<file path="config.mk">
export PLATFORM = sky130hd
export DESIGN_NAME = adc_cap_top
export DESIGN_NICKNAME = d
export VERILOG_FILES = /design/src/rtl/adc_cap_pkg.sv /design/src/rtl/adc_cap_ctrl.sv /design/src/rtl/adc_cap_dp.sv /design/src/rtl/adc_cap_top.sv
export SDC_FILE = /design/constraint.sdc
export NUM_CORES = 1
export LEC_CHECK = 0
export ABC_AREA = 1
export BUFFER_PORTS_ARGS = -buffer_cell sky130_fd_sc_hd__buf_4
export CAP_MARGIN = 20
export CORE_ASPECT_RATIO = 1.1
export CORE_UTILIZATION = 55
export CTS_CLUSTER_DIAMETER = 120
export DETAILED_ROUTE_END_ITERATION = 8
export PLACE_DENSITY = 0.79
export SLEW_MARGIN = 20
export SYNTH_ARGS = -nofsm -noshare
export SYNTH_HDL_FRONTEND = slang
export SYNTH_HIERARCHICAL = 1
export SYNTH_SLANG_ARGS = --single-unit
</file>
<file path="constraint.sdc">
create_clock -name clk -period 5.4 [get_ports clk]
set_clock_uncertainty 0.1 [all_clocks]
set_input_delay 0.81 -clock clk [delete_from_list [all_inputs] [get_ports clk]]
set_output_delay 0.81 -clock clk [all_outputs]
set_load 0.02 [all_outputs]
</file>
<file path="src/rtl/adc_cap_pkg.sv">
package adc_cap_pkg;
  // strobes from the control side to the result datapath
  typedef struct packed {
    logic rdLo;
    logic rdHi;
    logic accOther;
  } dpStrobe_t;
endpackage

</file>
<file path="src/rtl/adc_cap_ctrl.sv">
module adc_cap_ctrl
  import adc_cap_pkg::*;
#(
  parameter int DATA_W = 12,
  parameter int CLKS_PER_US = 1,
  parameter logic [7:0] CTRL_ADDR = 8'h20,
  parameter logic [7:0] LO_ADDR = 8'h21,
  parameter logic [7:0] HI_ADDR = 8'h22
) (
  input  logic              clk,
  input  logic              rstN,
  input  logic              regWrEn,
  input  logic              regRdEn,
  input  logic [7:0]        regAddr,
  input  logic [7:0]        regWrData,
  input  logic              txnEnd,
  input  logic              adcDone,
  input  logic [DATA_W-1:0] result,
  output logic [7:0]        regRdData,
  output logic              adcStart,
  output logic              pumpOn,
  output logic              irqEvent,
  output dpStrobe_t         strobe
);
  localparam int IV0 = 100 * CLKS_PER_US;
  localparam int IV1 = 80 * CLKS_PER_US;
  localparam int IV2 = 67 * CLKS_PER_US;
  localparam int IV3 = 50 * CLKS_PER_US;
  localparam int TIMER_W = $clog2(IV0 + 1);

  function automatic logic [TIMER_W-1:0] intervalOf(input logic [1:0] code);
    case (code)
      2'b00:   return TIMER_W'(IV0 - 1);
      2'b01:   return TIMER_W'(IV1 - 1);
      2'b10:   return TIMER_W'(IV2 - 1);
      default: return TIMER_W'(IV3 - 1);
    endcase
  endfunction

  logic modeQ, runQ, busyQ, armQ, armFreshQ, pumpQ, startQ, irqQ;
  logic [1:0] rateQ;
  logic [TIMER_W-1:0] timerQ;

  logic wrCtrl, newMode, newCap, newArm, armedEarlier;
  logic [1:0] newRate, newCode;
  logic unusedBit;

  assign wrCtrl       = regWrEn && (regAddr == CTRL_ADDR);
  assign newMode      = regWrData[7];
  assign newCap       = regWrData[6];
  assign newRate      = regWrData[5:4];
  assign newArm       = regWrData[3];
  assign newCode      = regWrData[2:1];
  assign unusedBit    = regWrData[0];
  assign armedEarlier = armQ && !armFreshQ;

  always_ff @(posedge clk) begin
    if (!rstN) begin
      modeQ     <= 1'b0;
      runQ      <= 1'b0;
      busyQ     <= 1'b0;
      rateQ     <= 2'b11;
      armQ      <= 1'b0;
      armFreshQ <= 1'b0;
      pumpQ     <= 1'b0;
      startQ    <= 1'b0;
      irqQ      <= 1'b0;
      timerQ    <= '0;
    end else begin
      startQ <= 1'b0;
      irqQ   <= 1'b0;
      if (txnEnd) armFreshQ <= 1'b0;
      if (adcDone && busyQ) begin
        busyQ <= 1'b0;
        irqQ  <= 1'b1;
      end
      if (runQ) begin
        if (timerQ == '0) begin
          startQ <= 1'b1;
          timerQ <= intervalOf(rateQ);
        end else begin
          timerQ <= timerQ - 1'b1;
        end
      end
      if (wrCtrl) begin
        modeQ <= newMode;
        rateQ <= newRate;
        if (newMode) begin
          runQ <= 1'b0;
          if (newCap && !busyQ) begin
            busyQ  <= 1'b1;
            startQ <= 1'b1;
          end
        end else begin
          runQ <= newCap;
          if (newCap && !runQ) timerQ <= '0;
        end
        if (armedEarlier) begin
          armQ <= 1'b0;
          if (newCode == 2'b01) pumpQ <= 1'b1;
        end else begin
          armQ      <= newArm;
          armFreshQ <= newArm;
        end
      end
    end
  end

  always_comb begin
    regRdData = 8'h00;
    if (regAddr == CTRL_ADDR)
      regRdData = {modeQ, (modeQ ? busyQ : runQ), rateQ, armQ,
                   (pumpQ ? 2'b00 : 2'b01), 1'b1};
    else if (regAddr == LO_ADDR)
      regRdData = result[7:0];
    else if (regAddr == HI_ADDR)
      regRdData = {{(16-DATA_W){1'b0}}, result[DATA_W-1:8]};
  end

  assign strobe.rdLo     = regRdEn && (regAddr == LO_ADDR);
  assign strobe.rdHi     = regRdEn && (regAddr == HI_ADDR);
  assign strobe.accOther = (regRdEn || regWrEn) &&
                           (regAddr != LO_ADDR) && (regAddr != HI_ADDR);

  assign adcStart = startQ;
  assign pumpOn   = pumpQ;
  assign irqEvent = irqQ;

  // single-mode start only issued with a conversion in flight
  assert_start_busy_R5: assert property (@(posedge clk) disable iff (!rstN)
    (startQ && modeQ) |-> busyQ);
  // busy drops only when the converter reports completion
  assert_busy_done_R5: assert property (@(posedge clk) disable iff (!rstN)
    $fell(busyQ) |-> $past(adcDone));
  // completion pulse only follows a single-mode done
  assert_irq_source_R6: assert property (@(posedge clk) disable iff (!rstN)
    irqQ |-> ($past(busyQ) && $past(adcDone)));
  // pump enable requires arm from an earlier transaction
  assert_pump_guard_R9: assert property (@(posedge clk) disable iff (!rstN)
    $rose(pumpQ) |-> ($past(armQ) && !$past(armFreshQ) && $past(wrCtrl)));
  // pump never drops once on
  assert_pump_sticky_R8: assert property (@(posedge clk) disable iff (!rstN)
    $past(pumpQ) |-> pumpQ);
endmodule

</file>
<file path="src/rtl/adc_cap_dp.sv">
module adc_cap_dp
  import adc_cap_pkg::*;
#(
  parameter int DATA_W = 12
) (
  input  logic              clk,
  input  logic              rstN,
  input  logic              adcDone,
  input  logic [DATA_W-1:0] adcData,
  input  dpStrobe_t         strobe,
  output logic [DATA_W-1:0] result
);
  logic [DATA_W-1:0] resultQ, pendQ;
  logic pendValidQ, frozenQ, seenLoQ, seenHiQ;
  logic release_, startFreeze;

  assign release_ = frozenQ && (strobe.accOther ||
                    ((strobe.rdLo || seenLoQ) && (strobe.rdHi || seenHiQ)));
  assign startFreeze = !frozenQ && (strobe.rdLo || strobe.rdHi);

  always_ff @(posedge clk) begin
    if (!rstN) begin
      resultQ    <= '0;
      pendQ      <= '0;
      pendValidQ <= 1'b0;
      frozenQ    <= 1'b0;
      seenLoQ    <= 1'b0;
      seenHiQ    <= 1'b0;
    end else if (release_) begin
      frozenQ    <= 1'b0;
      seenLoQ    <= 1'b0;
      seenHiQ    <= 1'b0;
      pendValidQ <= 1'b0;
      if (adcDone)         resultQ <= adcData;
      else if (pendValidQ) resultQ <= pendQ;
    end else if (frozenQ || startFreeze) begin
      frozenQ <= 1'b1;
      if (strobe.rdLo) seenLoQ <= 1'b1;
      if (strobe.rdHi) seenHiQ <= 1'b1;
      if (adcDone) begin
        pendQ      <= adcData;
        pendValidQ <= 1'b1;
      end
    end else if (adcDone) begin
      resultQ <= adcData;
    end
  end

  assign result = resultQ;

  // visible sample held across a freeze that is not ending
  assert_frozen_hold_R12: assert property (@(posedge clk) disable iff (!rstN)
    (frozenQ && !strobe.accOther && !strobe.rdLo && !strobe.rdHi) |=> $stable(resultQ));
  // nothing parked unless frozen
  assert_pending_frozen_R13: assert property (@(posedge clk) disable iff (!rstN)
    pendValidQ |-> frozenQ);
endmodule

</file>
<file path="src/rtl/adc_cap_top.sv">
module adc_cap_top
  import adc_cap_pkg::*;
#(
  parameter int DATA_W = 12,
  parameter int CLKS_PER_US = 1
) (
  input  logic              clk,
  input  logic              rstN,
  input  logic              regWrEn,
  input  logic              regRdEn,
  input  logic [7:0]        regAddr,
  input  logic [7:0]        regWrData,
  output logic [7:0]        regRdData,
  input  logic              txnEnd,
  output logic              adcStart,
  input  logic              adcDone,
  input  logic [DATA_W-1:0] adcData,
  output logic              pumpOn,
  output logic              irqEvent
);
  dpStrobe_t strobe;
  logic [DATA_W-1:0] result;

  adc_cap_ctrl #(.DATA_W(DATA_W), .CLKS_PER_US(CLKS_PER_US)) uCtrl (
    .clk(clk), .rstN(rstN), .regWrEn(regWrEn), .regRdEn(regRdEn),
    .regAddr(regAddr), .regWrData(regWrData), .txnEnd(txnEnd),
    .adcDone(adcDone), .result(result), .regRdData(regRdData),
    .adcStart(adcStart), .pumpOn(pumpOn), .irqEvent(irqEvent),
    .strobe(strobe)
  );

  adc_cap_dp #(.DATA_W(DATA_W)) uDp (
    .clk(clk), .rstN(rstN), .adcDone(adcDone), .adcData(adcData),
    .strobe(strobe), .result(result)
  );
endmodule

</file>
Word-level counts from Yosys, hierarchy flattened:

Index checks and enable logic that the tools add are counted.
W data, S select, Z words.

* add/subtract/negate cells: 1
* eq/ne operators: 9
* mux-type cells: 31
* bitwise gates (word level): 2
* reductions and logical operators: 33

Operators with widths (number)
* $mux W12: 5
* $mux W7: 5
* $eq A8 B6 Y1 const B: 3
* $pmux W7 S3: 1
* $mux W1: 17
* $mux W8: 2
* $ne A8 B6 Y1 const B: 2
* $logic_and A1 B1 Y1: 12
* $reduce_and A3 Y1: 3
* $logic_not A7 Y1: 1
* $sub A7 B1 Y7 const B: 1
* $logic_or A1 B1 Y1: 6
* $reduce_and A2 Y1: 3
* $eq A2 B1 Y1 const B: 2
* $logic_not A1 Y1: 4
* $mux W4: 1
* $reduce_bool A2 Y1: 2
* $eq A2 B2 Y1 const B: 1
* $logic_not A2 Y1: 1
* $ne A2 B1 Y1 const B: 1
* $not A1 Y1: 2
* $reduce_or A2 Y1: 1

* register bits after elaboration: 45
* output and inout bits: 11
* logic and storage cells: 92

Depth between registers and ports, before layout:

* depth in word-level cells: 8
* mapped depth: 16
* depth with buffers taken out: 15

Hierarchy:

Netlist, hierarchy kept.

Modules (own cells, without submodules)
* adc_cap_dp: instances 1, cells each 196, area an instance 1281.2 um2, seq. area each 560.5 um2
* adc_cap_ctrl: instances 1, cells each 185, area an instance 1192.4 um2, seq. area each 340.3 um2

Least setup slack after synthesis:

OpenSTA, ideal clock, no wires.

* kind: input to output
* start: in regAddr[5]
* end: out regRdData[7]
* arrival time: 1805 ps
* slack: 2685 ps
* cell stages on the path: 6
* path through: inv_1 -> nor2_1 -> nand2_2 -> inv_1 -> nand2_1 -> o21ai_0

* word-level cells in the longest chain between the ends: 3

RTL lines
* from (decl): RTL line adc_cap_top.sv:11 `input logic [7:0] regAddr,`
* $eq A8 B6 Y1: RTL line adc_cap_ctrl.sv:114 `else if (regAddr == LO_ADDR)`
* $mux W8: RTL line adc_cap_ctrl.sv:114
* $mux W8 *: RTL line adc_cap_ctrl.sv:111 `if (regAddr == CTRL_ADDR)`
* to (decl): RTL line adc_cap_top.sv:13 `output logic [7:0] regRdData,`

Every way passes the cells marked *; elsewhere a longest branch is shown, timed or not.

==> flow_metrics.env <==
export IMPL_synthCells=381
export IMPL_clk_latency_ps=290
export IMPL_synth_area_leaders="dfxtp_1 36%, nand2_1 15%, nor2_1 13%"
export IMPL_yosysMostFrequentCell="nand2_1"
export IMPL_synthTopCellsByCount="99 x nand2_1, 83 x nor2_1, 45 x dfxtp_1"
export IMPL_io_buffers=43
export IMPL_comb_power_share_pct=9.7
export IMPL_p_sw_share_pct=23.2
export IMPL_status="finished clean"
export IMPL_ys_warn_count=6
export IMPL_syn_area_sq_um=2470
export IMPL_cts_resized=0
export IMPL_synth_simple_area_share_pct=43.9
export IMPL_wl_met1_mm=2.31
export IMPL_final_nets=459
export IMPL_ys_ff_latch=45
export IMPL_fp_dieArea_sq_um=4770
export IMPL_yosysTopAreaCellShare_pct=36.4
export IMPL_top_layer_used="met4"
export IMPL_final_util_pct=67.4
export IMPL_wl_met3_microns=183
export IMPL_avgSynthCellArea_sq_um=6.49
export IMPL_reg2reg_depth=9
export IMPL_drc=0
export IMPL_p_int_uw=483
export IMPL_postCtsSetupBuffers=0
export IMPL_p_leak_uw=0.00142
export IMPL_wl_mm=5.32
export IMPL_via_per_inst=4.99
export IMPL_floorplan_core_area_sq_um=4320
export IMPL_vdd_drop_max_uv=139
export IMPL_grt_max_degree=34
export IMPL_htree_num_levels=2
export IMPL_ys_seq_area_share_pct=36.4
export IMPL_fin_crit_sh_pct=56.9
export IMPL_initial_utilization_pct=57.3
export IMPL_drv_slew=0
export IMPL_cap_violations=0
export IMPL_avgRoutedWirePerCell_microns=11.2
export IMPL_syn_nets=420
export IMPL_grt_pass1_wl_mm=8.69
export IMPL_worst_pin_slew_ps=511
export IMPL_synth_top_family_by_area="simple AND/OR/NAND/NOR gates"
export IMPL_clk_path_buf_depth=2
export IMPL_synth_compound_area_share_pct=7.18
export IMPL_cts_num_sinks=45
export IMPL_vias=2370
export IMPL_setup_viol=0
export IMPL_pre_cts_slack_ps=2050
export IMPL_synthAdderAreaFrac_pct=2.53
export IMPL_row_count=25
export IMPL_tritoncts="built"
export IMPL_dp_hpwl_mm=3.86
export IMPL_finalSetupTns_ps=0
export IMPL_die_w_microns=65.9
export IMPL_crit_fanout=13
export IMPL_fin_ws_ps=2330
export IMPL_synthFlopType="dfxtp_1"
export IMPL_drtIter0Drc=129
export IMPL_grt_overflow=0
export IMPL_arrival_ps=3170
export IMPL_numCtsBuffers=5
export IMPL_period_needed_ps=3070
export IMPL_min_path_type="reg -> reg"
export IMPL_ys_types=33
export IMPL_ios=45
export IMPL_grt_pass1_vias=2054
export IMPL_clockRootBuffer="clkbuf_8"
export IMPL_dr_wl_met2_mm=2.76
export IMPL_holdPathStages=2
export IMPL_power_frac_clock_pct=36.0
export IMPL_rsz0062_at_grt="false"
export IMPL_dr_pass1_iters=4
export IMPL_yosys_area_top_type="dfxtp_1"
export IMPL_cts_hold_buffers=0
export IMPL_drive_gt1_share_pct=16.9
export IMPL_clkTransAtPathRegs_ps=80
export IMPL_antenna_found_initial=0
export IMPL_p_seq_share_pct=54.3
export IMPL_fmax_mhz=325
export IMPL_hold_viol_final=0
export IMPL_cellPowerDensity_nw_per_um2=216
export IMPL_dpl_cell_area_sq_um=2810
export IMPL_slew_limit_headroom_pct=65.8
export IMPL_synth_edff_count=0
export IMPL_antenna_left=0
export IMPL_synth_mux_area_share_pct=0
export IMPL_die_h_microns=72.3
export IMPL_async_reset_ff_share_pct=0
export IMPL_antennaDiodeCount=0
export IMPL_required_ps=5500
export IMPL_final_area_sq_um=2910
export IMPL_grt_use_total_pct=23.8
export IMPL_synthToLayoutAreaGrowth_pct=17.6
export IMPL_gp_congestion=0.771
export IMPL_switchingPower_uw=146
export IMPL_path_class="in -> reg"
export IMPL_start_kind="primary input"
export IMPL_crit_path_end_kind="flop"
export IMPL_synth_xor_xnor_area_share_pct=0.354
-- cell families after synthesis --
group	Yosys count
AND/OR/NAND/NOR	239
buffers and inverters	58
flip-flops	45
AO/OA/AOI/OAI	33
adder cells (fa/ha/maj)	5
XOR/XNOR	1
-- layout make-up --
class / count / area (sq um)
fill: 429 / 1410
clock inverter: 1 / 5.00
multi-input combinational: 278 / 1330
clock buffer: 7 / 96.3
sequential: 45 / 901
timing repair buffer: 43 / 323
inverter: 47 / 181
tap: 54 / 67.6
-- per-stage QoR --
stage | hold WS, ps | instances | power [uW]
6_report | 353 | 475 | 629
5_1_grt | 384 | 475 | 658
4_1_cts | 356 | 475 | 634
3_5_place_dp | 343 | 467 | 410
3_3_place_gp | 338 | 467 | 409
2_1_floorplan | 331 | 381 | 383
-- power groups by stage --
stage	Sequential, uW	Clock (uW)	Combinational, uW
floorplan	349	0	34.4
global placement	349	0	59.6
detailed placement	349	0	60.7
CTS	342	231	61.3
global route	342	247	68.7
finish	342	227	61.1
-- worst max-delay path: stages --
cell and delay [ps]:
buf_4 120, inv_1 110, nand2_1 80, nor2_2 250, nand2_1 170, nor2_1 230
inv_2 50, nand2_1 60, nand2_1 60, nand2_2 80, nand3_1 370, nand2_1 490
nand2_1 90, nor2_1 130, nor2_1 50
-- state kept, by name, summed over array words and instances, names as in the netlist, 2 cells and up --
| signal | count |
|---|---|
| uCtrl/timerQ | 7 |
| uCtrl/rateQ | 2 |
| uDp/pendQ | 12 |
| uDp/result | 12 |
-- routing by layer --
layer,global-route usage (%),up-vias
met5,0,-
met4,7.09,0
met3,5.66,6
met2,43.2,44
met1,27.2,1055
li1,-,1265
-- final timing paths --
check                            from                         end  slack [ps]
max                        regAddr[1]  uDp/result[1]$_SDFFE_PN0P_        2330
min          uDp/seenLoQ$_SDFFE_PP0P_    uDp/seenLoQ$_SDFFE_PP0P_         350
max reg2reg  uDp/seenHiQ$_SDFFE_PP0P_  uDp/result[1]$_SDFFE_PN0P_        3510
min reg2reg  uDp/seenLoQ$_SDFFE_PP0P_    uDp/seenLoQ$_SDFFE_PP0P_         350
-- cell usage in the layout, fill, tap and decap left out, types with 2 or more instances in the layout --
cell type,Yosys,final
o211ai_1,2,2
inv_2,2,2
o31ai_1,2,2
clkbuf_8,0,7
nand4_1,3,3
nand2_1,99,99
a21oi_1,11,11
nor2_2,4,4
ha_1,5,5
inv_1,42,42
nand3b_1,12,12
nor2_1,83,83
nor3_1,2,2
o21ai_0,16,16
dfxtp_1,45,45
o22ai_1,2,2
nand2_2,4,4
buf_4,2,43
clkinv_1,2,2
nor2_4,2,2
nand3_1,21,21
Note: power is estimated with default switching activity, not from simulation.
